===== src/rtl/ldspec_pkg.sv =====
package ldspec_pkg;
   // Distance of a ring slot from the oldest slot
   function automatic int unsigned ring_age(input int unsigned slot,
                                            input int unsigned oldest,
                                            input int unsigned depth);
      return (slot + depth - oldest) % depth;
   endfunction
endpackage


===== src/rtl/ldspec_lvp.sv =====
// Last-value predictor: one value per address index, zero until first written.
module ldspec_lvp #(
   parameter int DATA_W = 16,
   parameter int DEPTH  = 64,
   parameter int PC_W   = 16,
   parameter int PC_LSB = 2,
   localparam int IDX_W = $clog2(DEPTH)
) (
   input  logic              clk,
   input  logic              rst_n,
   input  logic [PC_W-1:0]   rd_pc,
   output logic [IDX_W-1:0]  rd_idx,
   output logic [DATA_W-1:0] rd_data,
   input  logic              wr_en,
   input  logic [IDX_W-1:0]  wr_idx,
   input  logic [DATA_W-1:0] wr_data
);
   logic [DATA_W-1:0] val_q [DEPTH];
   logic [DEPTH-1:0]  seen_q;

   always_ff @(posedge clk) begin
      if (!rst_n)     seen_q <= '0;
      else if (wr_en) seen_q[wr_idx] <= 1'b1;
   end

   always_ff @(posedge clk) begin
      if (wr_en) val_q[wr_idx] <= wr_data;
   end

   assign rd_idx  = rd_pc[PC_LSB +: IDX_W];
   assign rd_data = seen_q[rd_idx] ? val_q[rd_idx] : '0;
endmodule


===== src/rtl/ldspec_snap.sv =====
// Register-image snapshot slots, one per checkpoint.
module ldspec_snap #(
   parameter int NUM_CKPT = 4,
   parameter int IMG_W    = 128,
   localparam int PTR_W   = $clog2(NUM_CKPT)
) (
   input  logic             clk,
   input  logic             wr_en,
   input  logic [PTR_W-1:0] wr_slot,
   input  logic [IMG_W-1:0] wr_img,
   input  logic [PTR_W-1:0] rd_slot,
   output logic [IMG_W-1:0] rd_img
);
   logic [IMG_W-1:0] img_q [NUM_CKPT];

   for (genvar s = 0; s < NUM_CKPT; s++) begin : g_slot
      always_ff @(posedge clk) begin
         if (wr_en && wr_slot == PTR_W'(s)) img_q[s] <= wr_img;
      end
   end

   assign rd_img = img_q[rd_slot];
endmodule


===== src/rtl/ldspec_track.sv =====
// Age-ordered ring of outstanding speculated loads.
module ldspec_track
   import ldspec_pkg::*;
#(
   parameter int NUM_CKPT = 4,
   parameter int ID_W     = 4,
   parameter int DATA_W   = 16,
   parameter int IDX_W    = 6,
   localparam int PTR_W   = $clog2(NUM_CKPT),
   localparam int CNT_W   = $clog2(NUM_CKPT + 1)
) (
   input  logic              clk,
   input  logic              rst_n,
   input  logic              alloc_req,
   input  logic [ID_W-1:0]   alloc_id,
   input  logic [DATA_W-1:0] alloc_pred,
   input  logic [IDX_W-1:0]  alloc_idx,
   input  logic              resp_valid,
   input  logic [ID_W-1:0]   resp_id,
   input  logic [DATA_W-1:0] resp_data,
   output logic              grant,
   output logic [PTR_W-1:0]  tail_slot,
   output logic              hit,
   output logic [PTR_W-1:0]  hit_slot,
   output logic [IDX_W-1:0]  hit_idx,
   output logic              mismatch,
   output logic [CNT_W-1:0]  occupancy
);
   logic [NUM_CKPT-1:0] live_q, ok_q;
   logic [ID_W-1:0]     tag_q  [NUM_CKPT];
   logic [DATA_W-1:0]   pred_q [NUM_CKPT];
   logic [IDX_W-1:0]    idx_q  [NUM_CKPT];
   logic [PTR_W-1:0]    head_q;
   logic [PTR_W-1:0]    age    [NUM_CKPT];
   logic                pop;

   always_comb begin
      hit       = 1'b0;
      hit_slot  = '0;
      occupancy = '0;
      for (int i = 0; i < NUM_CKPT; i++) begin
         age[i]    = PTR_W'(ring_age(i, int'(head_q), NUM_CKPT));
         occupancy = occupancy + CNT_W'(live_q[i]);
         if (!hit && resp_valid && live_q[i] && !ok_q[i] && tag_q[i] == resp_id) begin
            hit      = 1'b1;
            hit_slot = PTR_W'(i);
         end
      end
      hit_idx   = idx_q[hit_slot];
      mismatch  = hit && (resp_data != pred_q[hit_slot]);
      tail_slot = head_q + occupancy[PTR_W-1:0];
      grant     = alloc_req && (occupancy != CNT_W'(NUM_CKPT)) && !mismatch;
      pop       = live_q[head_q] && ok_q[head_q];
   end

   always_ff @(posedge clk) begin
      if (!rst_n) begin
         live_q <= '0;
         ok_q   <= '0;
         head_q <= '0;
      end else begin
         if (pop) begin
            live_q[head_q] <= 1'b0;
            ok_q[head_q]   <= 1'b0;
            head_q         <= head_q + 1'b1;
         end
         if (hit && !mismatch) ok_q[hit_slot] <= 1'b1;
         if (mismatch) begin
            for (int j = 0; j < NUM_CKPT; j++) begin
               if (age[j] >= age[hit_slot]) begin
                  live_q[j] <= 1'b0;
                  ok_q[j]   <= 1'b0;
               end
            end
         end
         if (grant) begin
            live_q[tail_slot] <= 1'b1;
            ok_q[tail_slot]   <= 1'b0;
         end
      end
   end

   always_ff @(posedge clk) begin
      if (grant) begin
         tag_q[tail_slot]  <= alloc_id;
         pred_q[tail_slot] <= alloc_pred;
         idx_q[tail_slot]  <= alloc_idx;
      end
   end
endmodule


===== src/rtl/ldspec_ctrl.sv =====
module ldspec_ctrl #(
   parameter int NUM_REGS   = 8,
   parameter int DATA_W     = 16,
   parameter int NUM_CKPT   = 4,
   parameter int PRED_DEPTH = 64,
   parameter int PC_W       = 16,
   parameter int PC_LSB     = 2,
   parameter int ID_W       = 4,
   localparam int RIDX_W    = $clog2(NUM_REGS),
   localparam int IMG_W     = NUM_REGS * DATA_W,
   localparam int CNT_W     = $clog2(NUM_CKPT + 1)
) (
   input  logic              clk,
   input  logic              rst_n,
   input  logic              head_ld_pending,
   input  logic [PC_W-1:0]   head_pc,
   input  logic [ID_W-1:0]   head_ld_id,
   input  logic [RIDX_W-1:0] head_dest,
   input  logic [IMG_W-1:0]  arch_regs,
   output logic              ld_retire,
   output logic              pred_we,
   output logic [RIDX_W-1:0] pred_dest,
   output logic [DATA_W-1:0] pred_data,
   input  logic              resp_valid,
   input  logic [ID_W-1:0]   resp_id,
   input  logic [DATA_W-1:0] resp_data,
   output logic              squash,
   output logic [IMG_W-1:0]  restore_regs,
   output logic [CNT_W-1:0]  occupancy
);
   localparam int PTR_W = $clog2(NUM_CKPT);
   localparam int IDX_W = $clog2(PRED_DEPTH);

   if (NUM_CKPT < 2 || (NUM_CKPT & (NUM_CKPT - 1)) != 0) begin : g_bad_ckpt
      $error("NUM_CKPT must be a power of two of at least 2");
   end
   if ((PRED_DEPTH & (PRED_DEPTH - 1)) != 0) begin : g_bad_depth
      $error("PRED_DEPTH must be a power of two");
   end
   if (PC_LSB + IDX_W > PC_W) begin : g_bad_pc
      $error("PC_W too narrow for predictor index");
   end

   logic              grant, hit, mismatch;
   logic [PTR_W-1:0]  tail_slot, hit_slot;
   logic [IDX_W-1:0]  rd_idx, hit_idx;
   logic [IMG_W-1:0]  snap_img;
   logic              squash_q;
   logic [IMG_W-1:0]  restore_q;

   ldspec_lvp #(.DATA_W(DATA_W), .DEPTH(PRED_DEPTH), .PC_W(PC_W), .PC_LSB(PC_LSB)) u_lvp (
      .clk(clk), .rst_n(rst_n), .rd_pc(head_pc), .rd_idx(rd_idx), .rd_data(pred_data),
      .wr_en(hit), .wr_idx(hit_idx), .wr_data(resp_data));

   ldspec_track #(.NUM_CKPT(NUM_CKPT), .ID_W(ID_W), .DATA_W(DATA_W), .IDX_W(IDX_W)) u_trk (
      .clk(clk), .rst_n(rst_n), .alloc_req(head_ld_pending && !squash_q),
      .alloc_id(head_ld_id), .alloc_pred(pred_data), .alloc_idx(rd_idx),
      .resp_valid(resp_valid), .resp_id(resp_id), .resp_data(resp_data),
      .grant(grant), .tail_slot(tail_slot), .hit(hit), .hit_slot(hit_slot),
      .hit_idx(hit_idx), .mismatch(mismatch), .occupancy(occupancy));

   ldspec_snap #(.NUM_CKPT(NUM_CKPT), .IMG_W(IMG_W)) u_snap (
      .clk(clk), .wr_en(grant), .wr_slot(tail_slot), .wr_img(arch_regs),
      .rd_slot(hit_slot), .rd_img(snap_img));

   always_ff @(posedge clk) begin
      if (!rst_n) begin
         squash_q  <= 1'b0;
         restore_q <= '0;
      end else begin
         squash_q <= mismatch;
         if (mismatch) restore_q <= snap_img;
      end
   end

   assign ld_retire    = grant;
   assign pred_we      = grant;
   assign pred_dest    = head_dest;
   assign squash       = squash_q;
   assign restore_regs = restore_q;
endmodule


===== config.mk =====
export PLATFORM = sky130hd
export DESIGN_NAME = ldspec_ctrl
export DESIGN_NICKNAME = d
export VERILOG_FILES = /design/src/rtl/ldspec_pkg.sv /design/src/rtl/ldspec_lvp.sv /design/src/rtl/ldspec_snap.sv /design/src/rtl/ldspec_track.sv /design/src/rtl/ldspec_ctrl.sv
export SDC_FILE = /design/constraint.sdc
export NUM_CORES = 2
export LEC_CHECK = 0
export BUFFER_PORTS_ARGS = -buffer_cell sky130_fd_sc_hd__buf_2
export CAP_MARGIN = 5
export CORE_ASPECT_RATIO = 0.75
export CORE_MARGIN = 2
export CORE_UTILIZATION = 50
export CTS_CLUSTER_DIAMETER = 50
export DETAILED_ROUTE_END_ITERATION = 8
export PLACE_DENSITY_LB_ADDON = 0.08
export RECOVER_POWER = 100
export SLEW_MARGIN = 5
export SYNTH_ARGS = -nofsm -noshare
export SYNTH_HDL_FRONTEND = slang
export SYNTH_SLANG_ARGS = --single-unit

===== constraint.sdc =====
create_clock -name clk -period 17.1 [get_ports clk]
set_input_delay 2.565 -clock clk [delete_from_list [all_inputs] [get_ports clk]]
set_output_delay 2.565 -clock clk [all_outputs]
set_load 0.01 [all_outputs]

After elaboration in Yosys (flattened, before gate mapping)
Memory sizes are Yosys's and may differ from the RTL's. A register that Yosys moved wholly into a read port is not among the register bits. Index checks and enable logic that the tools add are counted. W data, S select, Z words.

Output and inout port bits: 153. Word-level logic and storage cells: 158. Memory bits (writable): 1640. Input port bits: 175. Memories: 5. Flip-flop bits (word level): 75.

Equal/unequal tests: 9. Bitwise logic cells: 9. Reduce and logical (&&, ||, !) cells: 43. Multiplexer cells: 64. $lt $le $gt $ge: 14. $add $sub $neg: 9.

Memory list: u_lvp.val_q (words 64, bits a word 16, rd ports 1, clocked after Yosys merged registers in 0, wr ports 1, line ldspec_lvp.sv:18) `logic [DATA_W-1:0] val_q [DEPTH];`; u_snap.img_q (words 4, bits a word 128, rd ports 1, clocked after Yosys merged registers in 1, wr ports 1, line ldspec_snap.sv:14) `logic [IMG_W-1:0] img_q [NUM_CKPT];`; u_trk.pred_q (words 4, bits a word 16, rd ports 1, clocked after Yosys merged registers in 0, wr ports 1, line ldspec_track.sv:31) `logic [DATA_W-1:0] pred_q [NUM_CKPT];`; u_trk.idx_q (words 4, bits a word 6, rd ports 1, clocked after Yosys merged registers in 0, wr ports 1, line ldspec_track.sv:32) `logic [IDX_W-1:0] idx_q [NUM_CKPT];`; u_trk.tag_q (words 4, bits a word 4, rd ports 4, clocked after Yosys merged registers in 0, wr ports 1, line ldspec_track.sv:30) `logic [ID_W-1:0] tag_q [NUM_CKPT];`.

Operator list (number): $mux W128 (3); $reduce_or A128 Y1 (3); $or A64 B64 Y64 (1); $mux W4 (10); $mux W1 (35); $logic_and A1 B1 Y1 (29); $eq A4 B4 Y1 (4); $mux W16 (1); $ne A16 B16 Y1 (1); $lt A6 B7 Y1 const B (2); $mux W2 (7); $and A4 B4 Y4 (3); $logic_not A1 Y1 (10); $lt A2 B3 Y1 const B (3); $ge A2 B2 Y1 (4); $not A4 Y4 (2); $or A4 B4 Y4 (2); $add A3 B1 Y3 (2); $bmux W1 S6 (1); $demux W1 S2 (3); $demux W1 S6 (1); $ge A2 B1 Y1 const B (3); $ge A6 B1 Y1 const B (1); $bmux W1 S2 (2); 12 further kinds (15).

Depth between registers and ports, before layout
An unclocked memory read counts as a cell.

Depth after elaboration: 34. Gate-level depth with buffers: 16. Mapped depth without buffers: 12.

Hierarchy
From an unflattened synthesis, not the netlist that was laid out.

Cells, all modules: 3435. Area, all modules: 70652.8 sq um.

Modules (own cells, without submodules): ldspec_lvp (instances 1, sequential area each 32030.7 sq um, area each 41390.9 sq um, cells an instance 1898); ldspec_snap (instances 1, sequential area each 15374.7 sq um, area each 18602.8 sq um, cells an instance 672); ldspec_track (instances 1, sequential area each 3323.2 sq um, area each 5636.7 sq um, cells an instance 445); ldspec_ctrl (instances 1, sequential area each 2582.5 sq um, area each 5022.3 sq um, cells an instance 420).

Worst setup path before layout
OpenSTA, ideal clock, no wires.

Path kind: input to register. From: input resp_id[0]. To: register u_trk.live_q[0]. Required time: 17001 ps. Stages: 11. Library setup time: 99 ps. Setup slack: 2386 ps. Arrival: 14615 ps. Path through: xnor2_1 > nand4b_2 > or2_1 > o2111a_2 > buf_6 > a222oi_1 > xnor2_1 > nor4_1 > nand4_1 > a2111oi_2 > o21a_1.

Cells in the longest elaborated chain, start to end: 31. Elaborated cells on any way between the ends: 42. Classes of those cells: 1 x order compare; 5 x eq/ne; 14 x mux; 2 x bitwise; 19 x reduce/logical; 1 x memory.

RTL lines: from (decl) (line ldspec_ctrl.sv:25) `input logic [ID_W-1:0] resp_id,`; $eq A4 B4 Y1 (line ldspec_track.sv:44) `if (!hit && resp_valid && live_q[i] && !ok_q[i] && tag_q[i] == resp_id) begin`; $logic_and A1 B1 Y1 (line ldspec_track.sv:44); $mux W1 (line ldspec_track.sv:44); $logic_not A1 Y1 (line ldspec_track.sv:44); $logic_and A1 B1 Y1 (4 in series) (line ldspec_track.sv:44); $mux W1 (line ldspec_track.sv:44); $logic_not A1 Y1 (line ldspec_track.sv:44); $logic_and A1 B1 Y1 (4 in series) (line ldspec_track.sv:44); [... 8 more ...]; $bmux W2 S2 (line ldspec_track.sv:70) `if (age[j] >= age[hit_slot]) begin`; $mux W2 (implied by the code) (2 in series) (line ldspec_track.sv:70); $ge A2 B2 Y1 (line ldspec_track.sv:70); $mux W1 (line ldspec_track.sv:70); $mux W4 (line ldspec_track.sv:68) `if (mismatch) begin`; $mux W4 (line ldspec_track.sv:57) `if (!rst_n) begin`; $or A4 B4 Y4 (no source line); $mux W4 * (line ldspec_track.sv:76) `if (grant) begin`; to (signal assigned) (line ldspec_track.sv:58) `live_q <= '0;`; to (signal, indexed assignment) (line ldspec_track.sv:71) `live_q[j] <= 1'b0;`; to (signal, indexed assignment) (line ldspec_track.sv:77) `live_q[tail_slot] <= 1'b1;`; to (decl) (line ldspec_track.sv:29) `logic [NUM_CKPT-1:0] live_q, ok_q;`.

Every way passes the cells marked *; elsewhere a longest branch is shown, timed or not. The select of a mux whose other input is x is not followed. A chain may end at the register's enable or synchronous reset.

Worst setup path after layout
From: input head_pc[3]. To: output pred_data[15].

Cells in the longest elaborated chain, start to end: 3. Elaborated cells on any way between the ends: 4. Classes of those cells: 3 x mux; 1 x memory.

RTL lines: from (decl) (line ldspec_ctrl.sv:16) `input logic [PC_W-1:0] head_pc,`; $bmux W1 S6 (line ldspec_lvp.sv:31) `assign rd_data = seen_q[rd_idx] ? val_q[rd_idx] : '0;`; $mux W1 (implied by the code) (line ldspec_lvp.sv:31); $mux W16 * (line ldspec_lvp.sv:31); to (decl) (line ldspec_ctrl.sv:23) `output logic [DATA_W-1:0] pred_data,`.

Marks and branches as above.

==> flow_summary_export.csv <==
group,metric,value,unit
critical_path,cp-end-kind,"primary output",
clock_network,post_cts_buffers,0,
critical_path,critPathArrivalTime,10.78,ns
synthesis,yosys.area.top_type,"edfxtp_1",
synthesis,ys_seq_area_frac,0.780,
placement,io_buffers,311,
final_layout,final_cell_mix,"edfxtp_1, clkbuf_1, mux4_2",
sta,period_share,0.781,
sta,slew_viol_final,2444,
sta,setup-tns-final,0,ns
power,p_sw_frac,0.226,
sta,worst_pin_slew,6.02,ns
power,power_leakage,0.0240,uW
job,maxCapViolCount,68,
sta,finalHoldViolations,0,
clock_network,cts_inserted_buffers,176,
synthesis,syn_nets,3523,
power,p_switching,2230,uW
detailed_routing,vias,35655,
power,intPower,7660,uW
global_route,grt_max_degree,146,
synthesis,synth.area.top_cells,"edfxtp_1, mux4_2, dfxtp_1",
placement,gp_congestion,0.820,
global_route,grt-ovfl-total,0,
global_route,track_usage,0.250,
power,ir_drop,0.148,mV
sta,maxSlewHeadroom,-3.01,
detailed_routing,drc,0,
critical_path,cp_max_fo,117,
floorplanning,initial_core_util,0.504,
synthesis,synth_top_area_frac,0.721,
sta,finalCriticalPeriod,13.35,ns
final_layout,final_net_count,3918,
final_layout,synthToLayoutAreaGrowth,13.4,%
clock_network,hold_buffers,0,
synthesis,synth_seq_cells,1843,
global_route,grt_pass1_vias,35342,
detailed_routing,via_per_inst,6.28,
power,power_frac_seq,0.536,
floorplanning,fp.dieW,431,um
power,power,9890,uW
floorplanning,num_rows,117,
floorplanning,io-pin-count,328,
clock_network,clk_pin_slew,0.06,ns
status,violations,"capacitance limit, slew limit",
critical_path,start_kind,"input port",
synthesis,syn_inst,3334,
power,clock_power_share,0.396,
floorplanning,dieArea,0.140,mm2
final_layout,layout_commonest_cell,"edfxtp_1",
clock_network,clock-root-buffer,"clkbuf_16",
power,power_density,128,mW/mm2
global_route,grt_antenna_before_repair,14,
critical_path,critPathKind,"input port to primary output",
final_layout,drive_above_1_share,0.185,
detailed_routing,drt_iter0_markers,4931,
clock_network,cts_tree,"yes",
synthesis,synth_area,0.0683,mm2
synthesis,ys_types,53,
floorplanning,chipHeight,324,um
status,status,"complete, but fails checks",
detailed_routing,wl_per_cell,31.1,um
clock_network,clk_path_buf_depth,3,
synthesis,syn_avg_cell_area,20.5,um2
global_route,grt_pass1_wl,250000,um
placement,place_hpwl,99200,um
critical_path,worstPathRequired,14.53,ns
synthesis,yosysWarnings,0,
sta,fmax,0.0749,GHz
clock_network,clkSinkCount,1843,
detailed_routing,ant_nets,0,
sta,skew,0.0247,ns
synthesis,async_flop_share,0,
clock_network,ctsResizeCount,0,
clock_network,clock_latency,0.81,ns
synthesis,synth_ff_type,"edfxtp_1",
sta,setup_viol,0,
worst_hold_path,hold_class,"flip-flop to flip-flop",
floorplanning,core,0.136,mm2
detailed_routing,drtPass1Iterations,9,
detailed_routing,finalWirelength,176000,um
power,comb_power_share,0.068,
sta,rsz0062_at_grt,"false",
clock_network,htree_levels,4,
synthesis,synth_edf_count,1640,
sta,hold_slack,0.460,ns
==> registers in the layout, summed over array words and instances, names as in the netlist <==
register	cells
u_trk.head_q	2
u_lvp.seen_q	64
restore_regs	128
u_trk.tag_q	16
u_trk.live_q	4
u_trk.ok_q	4
u_trk.idx_q	24
u_snap.img_q	512
u_lvp.val_q	1024
u_trk.pred_q	64
squash	1
==> power groups by stage <==
stage,registers [uW],logic (uW),clock network [uW]
2_1_floorplan,5430,369,0
4_1_cts,5270,699,3990
3_3_place_gp,5350,682,0
5_1_grt,5320,724,4170
6_report,5300,672,3920
3_5_place_dp,5360,698,0
==> through the flow <==
stage	worst slack [ns]	util	std cells	area (um2)
after global routing	3.37	0.571	5673	77500
final	3.75	0.571	5679	77500
after CTS	7.16	0.577	5667	78300
after floorplan	2.39	-	3334	68300
after global placement	7.19	0.534	5335	72400
after detailed placement	7.16	0.534	5335	72400
==> cell families after synthesis <==
kind of cell | count (synthesis) | synth area share
flops | 1843 | 0.780
simple gates | 314 | 0.0199
buf+inv | 247 | 0.0141
mux | 358 | 0.118
xor+xnor | 37 | 0.00474
compound gates | 521 | 0.0609
fa+ha+maj | 14 | 0.00267
==> worst paths after layout <==
| check | start | to | slack (ns) | cells past startpoint |
|---|---|---|---|---|
| max | head_pc[3] | pred_data[15] | 3.75 | 10 |
| min | u_lvp.seen_q[58] | u_lvp.seen_q[58] | 0.46 | 1 |
| max reg2reg | u_trk.tag_q[1][0] | u_snap.img_q[0][100] | 5.71 | 12 |
| min reg2reg | u_lvp.seen_q[58] | u_lvp.seen_q[58] | 0.46 | 1 |
==> metal layers <==
layer  GRT usage  up-vias  wire, um
met5           0        -         0
met4      0.0583        0      3470
met3      0.0490      227     14700
met2       0.398     1611     85300
met1       0.362    18902     73000
li1            -    14915         -
==> cells in the mapped netlist (all sizes together), types with 6 or more instances <==
cell	count
o21a	67
a222oi	149
mux4	356
buf	44
xnor2	31
dfxtp	203
nor4	6
xor2	6
a21oi	135
ha	13
nor3	24
edfxtp	1640
nand3	12
clkbuf	176
nand2	157
nor2b	19
a31o	16
nor2	79
inv	26
a311oi	130
==> cell type report <==
type                    instances  area (um2)
fillers                     10253       58200
flip-flops and latches       1843       53300
clock inverters               116        1100
inverters                      27         103
diodes                         11        27.5
repair buffers                437        1820
clock buffers                 216        4770
multi-input cells            1244       14100
well taps                    1785        2230
==> critical path, cell delays in order <==
cell and delay (ns):
clkbuf_1 4.12, buf_12 0.43, buf_4 0.95, mux4_2 0.41, mux4_2 0.24, mux2i_1 0.08
nand2_1 0.14, o21ai_2 0.36, nor2b_1 0.96, clkbuf_1 0.34
Power figures use the tool's default switching activity.
